<file path="src/rtl/brup_pkg.sv">
package brup_pkg;
  localparam int CR_AW     = 16;
  localparam int CR_DW     = 16;
  localparam int LREG_W    = 32;
  localparam int NUM_STEPS = 5;
  localparam int STEP_W    = $clog2(NUM_STEPS);

  localparam int MODE_LSB  = 5;
  localparam int MODE_W    = 2;
  localparam int BOOST_LSB = 18;
  localparam int BOOST_W   = 3;
  localparam int BOOST_VAL = 4;
  localparam int LOSB_LSB  = 21;
  localparam int LOSB_W    = 3;
  localparam int LOSB_VAL  = 4;
  localparam int LOSL_LSB  = 16;
  localparam int LOSL_W    = 5;
  localparam int LOSL_VAL  = 9;

  typedef struct packed {
    logic [CR_AW-1:0] addr;
    logic [CR_DW-1:0] mask;
    logic [CR_DW-1:0] val;
  } step_t;

  typedef enum logic [2:0] {
    S_IDLE, S_RST, S_MODE, S_RD, S_WR, S_BOOST, S_LOS, S_FIN
  } seq_state_e;

  function automatic step_t step_entry(input int idx);
    step_t s;
    case (idx)
      0:       s = '{addr: 16'h102D, mask: 16'h0080, val: 16'h0080};
      1:       s = '{addr: 16'h1010, mask: 16'h0FF0, val: 16'h0014};
      2:       s = '{addr: 16'h1006, mask: 16'h0FC0, val: 16'h0B80};
      3:       s = '{addr: 16'h1002, mask: 16'h7FFF, val: 16'h4B7F};
      default: s = '{addr: 16'h0030, mask: 16'h00F0, val: 16'h0080};
    endcase
    return s;
  endfunction

  function automatic logic [LREG_W-1:0] field_put(input logic [LREG_W-1:0] word,
                                                  input int lsb, input int w,
                                                  input int val);
    logic [LREG_W-1:0] m;
    m = ((LREG_W'(1) << w) - LREG_W'(1)) << lsb;
    return (word & ~m) | ((LREG_W'(val) << lsb) & m);
  endfunction
endpackage

</file>
<file path="src/rtl/brup_rst_timer.sv">
module brup_rst_timer #(
  parameter int CYCLES = 50
) (
  input  logic clk_i,
  input  logic rst_ni,
  input  logic load_i,
  input  logic clear_i,
  output logic busy_o,
  output logic expire_o
);
  localparam int CNT_W = $clog2(CYCLES + 1);

  logic [CNT_W-1:0] cnt_q;
  logic             busy_q;

  always_ff @(posedge clk_i or negedge rst_ni) begin
    if (!rst_ni) begin
      cnt_q  <= '0;
      busy_q <= 1'b0;
    end else if (clear_i) begin
      cnt_q  <= '0;
      busy_q <= 1'b0;
    end else if (load_i) begin
      cnt_q  <= CNT_W'(CYCLES - 1);
      busy_q <= 1'b1;
    end else if (busy_q) begin
      if (cnt_q == '0) busy_q <= 1'b0;
      else             cnt_q  <= cnt_q - 1'b1;
    end
  end

  assign busy_o   = busy_q;
  assign expire_o = busy_q && (cnt_q == '0);
endmodule

</file>
<file path="src/rtl/brup_step_rom.sv">
module brup_step_rom
  import brup_pkg::*;
(
  input  logic [STEP_W-1:0] idx_i,
  output logic [CR_AW-1:0]  addr_o,
  output logic [CR_DW-1:0]  mask_o,
  output logic [CR_DW-1:0]  val_o
);
  step_t tbl [NUM_STEPS];

  for (genvar g = 0; g < NUM_STEPS; g++) begin : g_tbl
    assign tbl[g] = step_entry(g);
  end

  step_t sel;
  always_comb begin
    sel = tbl[NUM_STEPS-1];
    for (int i = 0; i < NUM_STEPS; i++) begin
      if (idx_i == STEP_W'(i)) sel = tbl[i];
    end
  end

  assign addr_o = sel.addr;
  assign mask_o = sel.mask;
  assign val_o  = sel.val;
endmodule

</file>
<file path="src/rtl/brup_local_regs.sv">
module brup_local_regs
  import brup_pkg::*;
#(
  parameter logic [LREG_W-1:0] CTL0_INIT = '0,
  parameter logic [LREG_W-1:0] CFG1_INIT = '0,
  parameter logic [LREG_W-1:0] CFG2_INIT = '0
) (
  input  logic              clk_i,
  input  logic              rst_ni,
  input  logic              set_mode_i,
  input  logic              set_boost_i,
  input  logic              set_los_i,
  output logic [LREG_W-1:0] ctl0_o,
  output logic [LREG_W-1:0] cfg1_o,
  output logic [LREG_W-1:0] cfg2_o
);
  logic [LREG_W-1:0] ctl0_q, cfg1_q, cfg2_q;

  always_ff @(posedge clk_i or negedge rst_ni) begin
    if (!rst_ni) begin
      ctl0_q <= CTL0_INIT;
      cfg1_q <= CFG1_INIT;
      cfg2_q <= CFG2_INIT;
    end else begin
      if (set_mode_i)
        ctl0_q <= field_put(ctl0_q, MODE_LSB, MODE_W, (1 << MODE_W) - 1);
      if (set_boost_i)
        cfg2_q <= field_put(cfg2_q, BOOST_LSB, BOOST_W, BOOST_VAL);
      if (set_los_i)
        cfg1_q <= field_put(field_put(cfg1_q, LOSB_LSB, LOSB_W, LOSB_VAL),
                            LOSL_LSB, LOSL_W, LOSL_VAL);
    end
  end

  assign ctl0_o = ctl0_q;
  assign cfg1_o = cfg1_q;
  assign cfg2_o = cfg2_q;
endmodule

</file>
<file path="src/rtl/brup_phy_cfg_seq.sv">
module brup_phy_cfg_seq
  import brup_pkg::*;
#(
  parameter int                RST_CYCLES = 50,
  parameter logic [LREG_W-1:0] CTL0_INIT  = '0,
  parameter logic [LREG_W-1:0] CFG1_INIT  = '0,
  parameter logic [LREG_W-1:0] CFG2_INIT  = '0
) (
  input  logic              clk_i,
  input  logic              rst_ni,
  input  logic              start_i,
  input  logic              stop_i,
  output logic              phy_rst_o,
  output logic              cr_req_o,
  output logic              cr_we_o,
  output logic [CR_AW-1:0]  cr_addr_o,
  output logic [CR_DW-1:0]  cr_wdata_o,
  input  logic [CR_DW-1:0]  cr_rdata_i,
  input  logic              cr_ack_i,
  input  logic              cr_err_i,
  output logic [LREG_W-1:0] ctl0_o,
  output logic [LREG_W-1:0] cfg1_o,
  output logic [LREG_W-1:0] cfg2_o,
  output logic              done_o,
  output logic              err_o
);
  seq_state_e        state_q;
  logic [STEP_W-1:0] step_q;
  logic [CR_DW-1:0]  rd_q;
  logic              rst_q, done_q, err_q;

  logic              start_ok, tmr_busy, tmr_expire;
  logic [CR_AW-1:0]  st_addr;
  logic [CR_DW-1:0]  st_mask, st_val;
  logic              in_bus;

  assign start_ok = start_i && !stop_i && (state_q == S_IDLE || state_q == S_FIN);
  assign in_bus   = (state_q == S_RD) || (state_q == S_WR);

  brup_rst_timer #(.CYCLES(RST_CYCLES)) u_tmr (
    .clk_i    (clk_i),
    .rst_ni   (rst_ni),
    .load_i   (start_ok),
    .clear_i  (stop_i),
    .busy_o   (tmr_busy),
    .expire_o (tmr_expire)
  );

  brup_step_rom u_rom (
    .idx_i  (step_q),
    .addr_o (st_addr),
    .mask_o (st_mask),
    .val_o  (st_val)
  );

  brup_local_regs #(
    .CTL0_INIT (CTL0_INIT),
    .CFG1_INIT (CFG1_INIT),
    .CFG2_INIT (CFG2_INIT)
  ) u_regs (
    .clk_i       (clk_i),
    .rst_ni      (rst_ni),
    .set_mode_i  (state_q == S_MODE  && !stop_i),
    .set_boost_i (state_q == S_BOOST && !stop_i),
    .set_los_i   (state_q == S_LOS   && !stop_i),
    .ctl0_o      (ctl0_o),
    .cfg1_o      (cfg1_o),
    .cfg2_o      (cfg2_o)
  );

  always_ff @(posedge clk_i or negedge rst_ni) begin
    if (!rst_ni) begin
      state_q <= S_IDLE;
      step_q  <= '0;
      rd_q    <= '0;
      rst_q   <= 1'b1;
      done_q  <= 1'b0;
      err_q   <= 1'b0;
    end else if (stop_i) begin
      state_q <= S_IDLE;
      step_q  <= '0;
      rst_q   <= 1'b1;
      done_q  <= 1'b0;
      err_q   <= 1'b0;
    end else begin
      case (state_q)
        S_IDLE, S_FIN: begin
          if (start_ok) begin
            state_q <= S_RST;
            step_q  <= '0;
            rst_q   <= 1'b1;
            done_q  <= 1'b0;
            err_q   <= 1'b0;
          end
        end
        S_RST: begin
          if (tmr_expire || !tmr_busy) begin
            rst_q   <= 1'b0;
            state_q <= S_MODE;
          end
        end
        S_MODE: state_q <= S_RD;
        S_RD: begin
          if (cr_err_i) begin
            state_q <= S_FIN;
            done_q  <= 1'b1;
            err_q   <= 1'b1;
          end else if (cr_ack_i) begin
            rd_q    <= cr_rdata_i;
            state_q <= S_WR;
          end
        end
        S_WR: begin
          if (cr_err_i) begin
            state_q <= S_FIN;
            done_q  <= 1'b1;
            err_q   <= 1'b1;
          end else if (cr_ack_i) begin
            if (step_q == STEP_W'(NUM_STEPS - 1)) begin
              state_q <= S_BOOST;
            end else begin
              step_q  <= step_q + 1'b1;
              state_q <= S_RD;
            end
          end
        end
        S_BOOST: state_q <= S_LOS;
        S_LOS: begin
          state_q <= S_FIN;
          done_q  <= 1'b1;
        end
        default: state_q <= S_IDLE;
      endcase
    end
  end

  assign phy_rst_o  = rst_q;
  assign cr_req_o   = in_bus;
  assign cr_we_o    = (state_q == S_WR);
  assign cr_addr_o  = st_addr;
  assign cr_wdata_o = (rd_q & ~st_mask) | st_val;
  assign done_o     = done_q;
  assign err_o      = err_q;
endmodule

</file>
<file path="config.mk">
export PLATFORM = sky130hd
export DESIGN_NAME = brup_phy_cfg_seq
export DESIGN_NICKNAME = d
export VERILOG_FILES = /design/src/rtl/brup_pkg.sv /design/src/rtl/brup_rst_timer.sv /design/src/rtl/brup_step_rom.sv /design/src/rtl/brup_local_regs.sv /design/src/rtl/brup_phy_cfg_seq.sv
export SDC_FILE = /design/constraint.sdc
export NUM_CORES = 1
export LEC_CHECK = 0
export ABC_AREA = 1
export BUFFER_PORTS_ARGS = -buffer_cell sky130_fd_sc_hd__buf_2
export CORE_ASPECT_RATIO = 1.4
export CORE_MARGIN = 5
export CORE_UTILIZATION = 46
export CTS_BUF_LIST = sky130_fd_sc_hd__clkbuf_8
export DETAILED_ROUTE_END_ITERATION = 8
export MAX_ROUTING_LAYER = met4
export PLACE_DENSITY = 0.83
export SLEW_MARGIN = 20
export SYNTH_ARGS = -nofsm -noshare
export SYNTH_HDL_FRONTEND = slang
export SYNTH_SLANG_ARGS = --single-unit
export TNS_END_PERCENT = 20
</file>
<file path="constraint.sdc">
create_clock -name clk_i -period 1.85 [get_ports clk_i]
set_clock_uncertainty 0.05 [all_clocks]
set_input_delay 0.37 -clock clk_i [delete_from_list [all_inputs] [get_ports clk_i]]
set_output_delay 0.37 -clock clk_i [all_outputs]
set_load 0.005 [all_outputs]
</file>
Word level (Yosys, flattened, before mapping)

Cells that the tools add are included.

Output and inout port bits: 133
Register bits: 35
Input bits: 22
Word-level logic and storage cells: 104

Mux-type cells: 38
$add $sub $neg: 2
Eq/ne operators: 20
Bitwise gates (word level): 5
Reduce and logical (&&, ||, !) cells: 28

Operators by type and width:

| operator                                                              | count |
|---|---|
| 45-bit 2-to-1 mux                                                     | 5 |
| 3-bit 2-to-1 mux                                                      | 13 |
| 6-bit 2-to-1 mux                                                      | 4 |
| 3-bit one-hot mux with 7 select lines                                 | 1 |
| 16-bit AND                                                            | 1 |
| 16-bit NOT                                                            | 1 |
| 16-bit bitwise OR                                                     | 1 |
| 3-bit equality test, second input constant                            | 5 |
| 3-bit != test, second input constant                                  | 5 |
| 3-bit by 2-bit equality test with 1-bit output, second input constant | 4 |
| 3-bit nonzero test                                                    | 4 |
| 1-bit 2-to-1 mux                                                      | 11 |
| 3-bit AND reduction                                                   | 3 |
| 4-bit AND reduction                                                   | 2 |
| 3-bit by 1-bit equality test with 1-bit output, second input constant | 2 |
| 1-bit logical AND                                                     | 6 |
| 3-bit zero test                                                       | 2 |
| 6-bit zero test                                                       | 1 |
| 3-bit one-hot mux with 2 select lines                                 | 1 |
| 6-bit by 1-bit subtractor with 6-bit output, second input constant    | 1 |
| 5-bit AND reduction                                                   | 1 |
| 4-bit by 2-bit != test with 1-bit output, second input constant       | 1 |
| 4-bit != test, second input constant                                  | 1 |
| 1-bit one-hot mux with 2 select lines                                 | 2 |
| other kinds (10)                                                      | 15 |

Longest topological paths before layout

Depth in word-level cells: 9
Gate-level depth with buffers: 9
Mapped depth without buffers: 9

Cells and area by module

A second synthesis with hierarchy kept.

Cell total of the unflattened synthesis: 426
Area total of the unflattened synthesis: 3308.2 µm²

By module, submodules not included:

| module           | sequential area each (µm²) | area each (µm²) | cells each | times used |
|---|---|---|---|---|
| brup_phy_cfg_seq | 626.9                      | 1699.1          | 206        | 1 |
| brup_local_regs  | 75.1                       | 810.8           | 106        | 1 |
| brup_rst_timer   | 175.2                      | 440.4           | 58         | 1 |
| brup_step_rom    | 0.0                        | 357.8           | 56         | 1 |

Worst setup path after synthesis

OpenSTA, ideal clock, no wires.

Path kind: register to output
Start point: register step_q[0]
End point: output port cr_addr_o[3]
Arrival time: 1.380 ns
Cell stages (with the launch flop): 5
Data required time: 1.430 ns
Path buffers: 1
Setup slack: 0.050 ns
Path through: dfrtp_1 -> ha_1 -> ha_1 -> nor4_1 -> buf_4

Cells in the longest elaborated chain, start to end: 6
Elaborated cells on any way between the ends: 10
Classes of those cells: 4 x eq/ne; 5 x mux; 1 x reduce/logical

RTL lines:

| what                            | line                    | RTL |
|---|---|---|
| from (decl)                     | brup_phy_cfg_seq.sv:28  | `logic [STEP_W-1:0] step_q;` |
| from (signal assigned)          | brup_phy_cfg_seq.sv:122 | `step_q <= step_q + 1'b1;` |
| 3-bit zero test                 | brup_step_rom.sv:19     | `if (idx_i == STEP_W'(i)) sel = tbl[i];` |
| 45-bit 2-to-1 mux (4 in series) | brup_step_rom.sv:19     |  |
| 45-bit 2-to-1 mux (*)           | brup_step_rom.sv:19     |  |
| to (decl)                       | brup_phy_cfg_seq.sv:16  | `output logic [CR_AW-1:0] cr_addr_o,` |

Every way passes the cells marked *; elsewhere a longest branch is shown, timed or not.

Worst setup path after layout

Start point: register step_q[0]
End point: output port cr_wdata_o[10]

Cells in the longest elaborated chain, start to end: 8
Elaborated cells on any way between the ends: 11
Classes of those cells: 4 x eq/ne; 4 x mux; 3 x bitwise

RTL lines:

| what                                           | line                    | RTL |
|---|---|---|
| 3-bit by 1-bit equality test with 1-bit output | brup_step_rom.sv:19     |  |
| 45-bit 2-to-1 mux (3 in series)                | brup_step_rom.sv:19     |  |
| 45-bit 2-to-1 mux (*)                          | brup_step_rom.sv:19     |  |
| 16-bit NOT                                     | brup_phy_cfg_seq.sv:141 | `assign cr_wdata_o = (rd_q & ~st_mask) \| st_val;` |
| 16-bit AND                                     | brup_phy_cfg_seq.sv:141 |  |
| 16-bit bitwise OR (*)                          | brup_phy_cfg_seq.sv:141 |  |
| to (decl)                                      | brup_phy_cfg_seq.sv:17  | `output logic [CR_DW-1:0] cr_wdata_o,` |

Marks and branches as above.

==> flow_metrics.tcl <==
set metrics [dict create \
    crit_fanout 4 \
    grt_usage 0.147 \
    core_area_um2 5860 \
    async_flop_share 1.00 \
    die_height_um 102 \
    required_ps 1430 \
    clkTransAtPathRegs_ps 80 \
    hpwl_um 4590 \
    syn_avg_cell_area_um2 7.64 \
    synthCells 363 \
    cp.depth 6 \
    gr-total-overflow 0 \
    fin_crit_sh 1.09 \
    dp.cells 488 \
    boundaryPins 155 \
    drive_gt1_frac 0.283 \
    setup_viol 18 \
    drv_cap 0 \
    via_count 2164 \
    violations "setup timing" \
    path_class "flip-flop to output pin" \
    initial_core_util 0.473 \
    ir_worst_vdd_uv 683 \
    cts_buffer_depth 2 \
    grt_max_degree 35 \
    finalNetCount 459 \
    final_core_util 0.524 \
    drv_slew 0 \
    cts_sinks 34 \
    grt_first_pass_wirelength_um 8550 \
    critPathTopFamily "flip-flops" \
    startpoint_type "flip-flop" \
    multi_input_area_um2 1440 \
    min_path_type "input pin to async pin" \
    ys_seq_area_frac 0.307 \
    clock_tree.root_cell "clkbuf_8" \
    power_density_nw_per_um2 1060 \
    antenna_found_initial 0 \
    cp.arrival_ps 1590 \
    rr_worst_depth 10 \
    clock.fmax_mhz 498 \
    power.leakage_nw 1.75 \
    rsz0062_at_grt "true" \
    postSynthRegisterBits 34 \
    status "finished, violations left" \
    synth_ff_type "dfrtp_1" \
    layout_common_cells "conb_1, nand2_1, buf_2" \
    synth-edff-count 0 \
    drtIter0Drc 40 \
    crit_slowest_cell "dfrtp_1" \
    route.antenna.remaining_nets 0 \
    nFillCells 583 \
    place_congestion 0.929 \
    port_buffers 54 \
    hold_buffers 0 \
    diodes 0 \
    drc 0 \
    hold_viol_final 0 \
    area_growth_pct 10.8 \
    layout_commonest_cell "conb_1" \
    cts_tree "built" \
    h-tree-depth 2 \
    place_ws_ps -105 \
    final.min_clock_period_ps 2010 \
    path_cells "ha_2 > ha_4 > nand2_4 > nand2_2 > nor3b_1 > buf_2" \
    fin_cells 501 \
    critPathMaxStageDelay_ps 420 \
    critPathBufInv 1 \
    die_w_um 75.6 \
    yosysUniqueCellTypes 35 \
    placed_area_um2 2780 \
    viasPerCell 4.32 \
    clk_latency_ps 290 \
    worst_slack_ps -160 \
    critPathCaptureType "output pin" \
    stdcell_area_um2 3070 \
    timing.hold.ws_ps 50.9 \
    first_global_vias 2003 \
    netlist_area_um2 2770 \
    dieArea_um2 7700 \
    rows 33 \
    wire_per_inst_um 11.4 \
    drt_pass1_iterations 4 \
    routed_wl_um 5710 \
    seq_area_um2 855 \
    ys_warn_count 0 \
    cts_buffers 5 \
]
[cell type report]
class	instances	area share
multi-input combinational	282	0.468
sequential	34	0.278
timing repair buffer	71	0.143
inverter	36	0.0456
tap	70	0.0285
clock buffer	5	0.0224
clock inverter	3	0.0147
[layer usage]
| layer | share of wire | vias up | GRT usage |
|---|---|---|---|
| li1 | - | 1066 | - |
| met1 | 0.33 | 970 | 0.158 |
| met2 | 0.54 | 116 | 0.262 |
| met3 | 0.11 | 12 | 0.0276 |
| met4 | 0.014 | 0 | 0.0552 |
| met5 | 0 | - | - |
[sequential cells by signal, summed over array words and instances, names as in the netlist]
register / flops
state_q: 3
rd_q: 15
done_o: 1
err_o: 1
phy_rst_o: 1
u_tmr.busy_o: 1
u_regs.cfg1_o: 1
u_regs.ctl0_o: 1
step_q: 3
u_regs.cfg2_o: 1
u_tmr.cnt_q: 6
[cell families (layout without fill, tap and decap cells)]
logic type / Yosys count / in the layout / share of synthesized area
other: 1 / 99 / 0.00135
xor gates and xnor gates: 2 / 2 / 0.00632
DFF: 34 / 34 / 0.307
and+or+nand+nor: 140 / 140 / 0.244
adders and majority gates: 7 / 7 / 0.0316
buffers and inverters: 145 / 115 / 0.343
AOI/OAI and AO/OA: 34 / 34 / 0.0668
[where the power goes]
part / leakage, nW / internal, mW / total (mW) / switching (mW)
clock: 0.0504 / 0.401 / 0.695 / 0.294
sequential: 0.435 / 0.969 / 1.15 / 0.183
combinational: 1.26 / 0.610 / 1.42 / 0.808
[synth_stat cells (2+ instances only)]
cell	count	area (um^2)
o21ai_1	20	100
o21bai_1	2	15.0
or2_2	5	31.3
nand3_2	2	20.0
nand4_4	2	42.5
nand4_1	2	12.5
nor2_1	18	67.6
nand2_2	2	12.5
buf_4	104	781
inv_2	2	7.51
inv_1	32	120
ha_1	7	87.6
a21oi_1	5	25.0
o21ai_0	4	20.0
nand2_1	77	289
nand3_1	21	105
nand2_4	3	33.8
dfrtp_1	33	826
nor2_2	2	12.5
xor2_1	2	17.5
buf_2	4	20.0
[final timing paths]
| check | from | endpoint | slack (ps) |
|---|---|---|---|
| worst max-delay path | step_q[0]$_DFFE_PN0P_ | cr_wdata_o[10] | -160 |
| worst min register to register | phy_rst_o$_DFFE_PN1P_ | phy_rst_o$_DFFE_PN1P_ | 410 |
| worst max register to register | step_q[1]$_DFFE_PN0P_ | state_q[2]$_DFFE_PN0P_ | 280 |
| min in group clk_i | cr_rdata_i[4] | rd_q[4]$_DFFE_PN0P_ | 260 |
| worst min-delay path | rst_ni | u_tmr.busy_o$_DFF_PN0_ | 50 |
| max in group asynchronous | rst_ni | phy_rst_o$_DFFE_PN1P_ | 1360 |
[metrics by stage]
step / setup TNS (ps) / power (mW)
floorplan: 0 / 2.25
detailed placement: -461 / 2.48
finish: -1930 / 3.26
global route: -3440 / 3.56
global placement: -301 / 2.43
CTS: -2390 / 3.27
[repair_timing]
item,CTS,global route
setup buffers,7,0
endpoints found under the setup margin,19,20
pin swaps,7,1
resized for setup,36,6
Note: power is estimated with default switching activity, not from simulation.
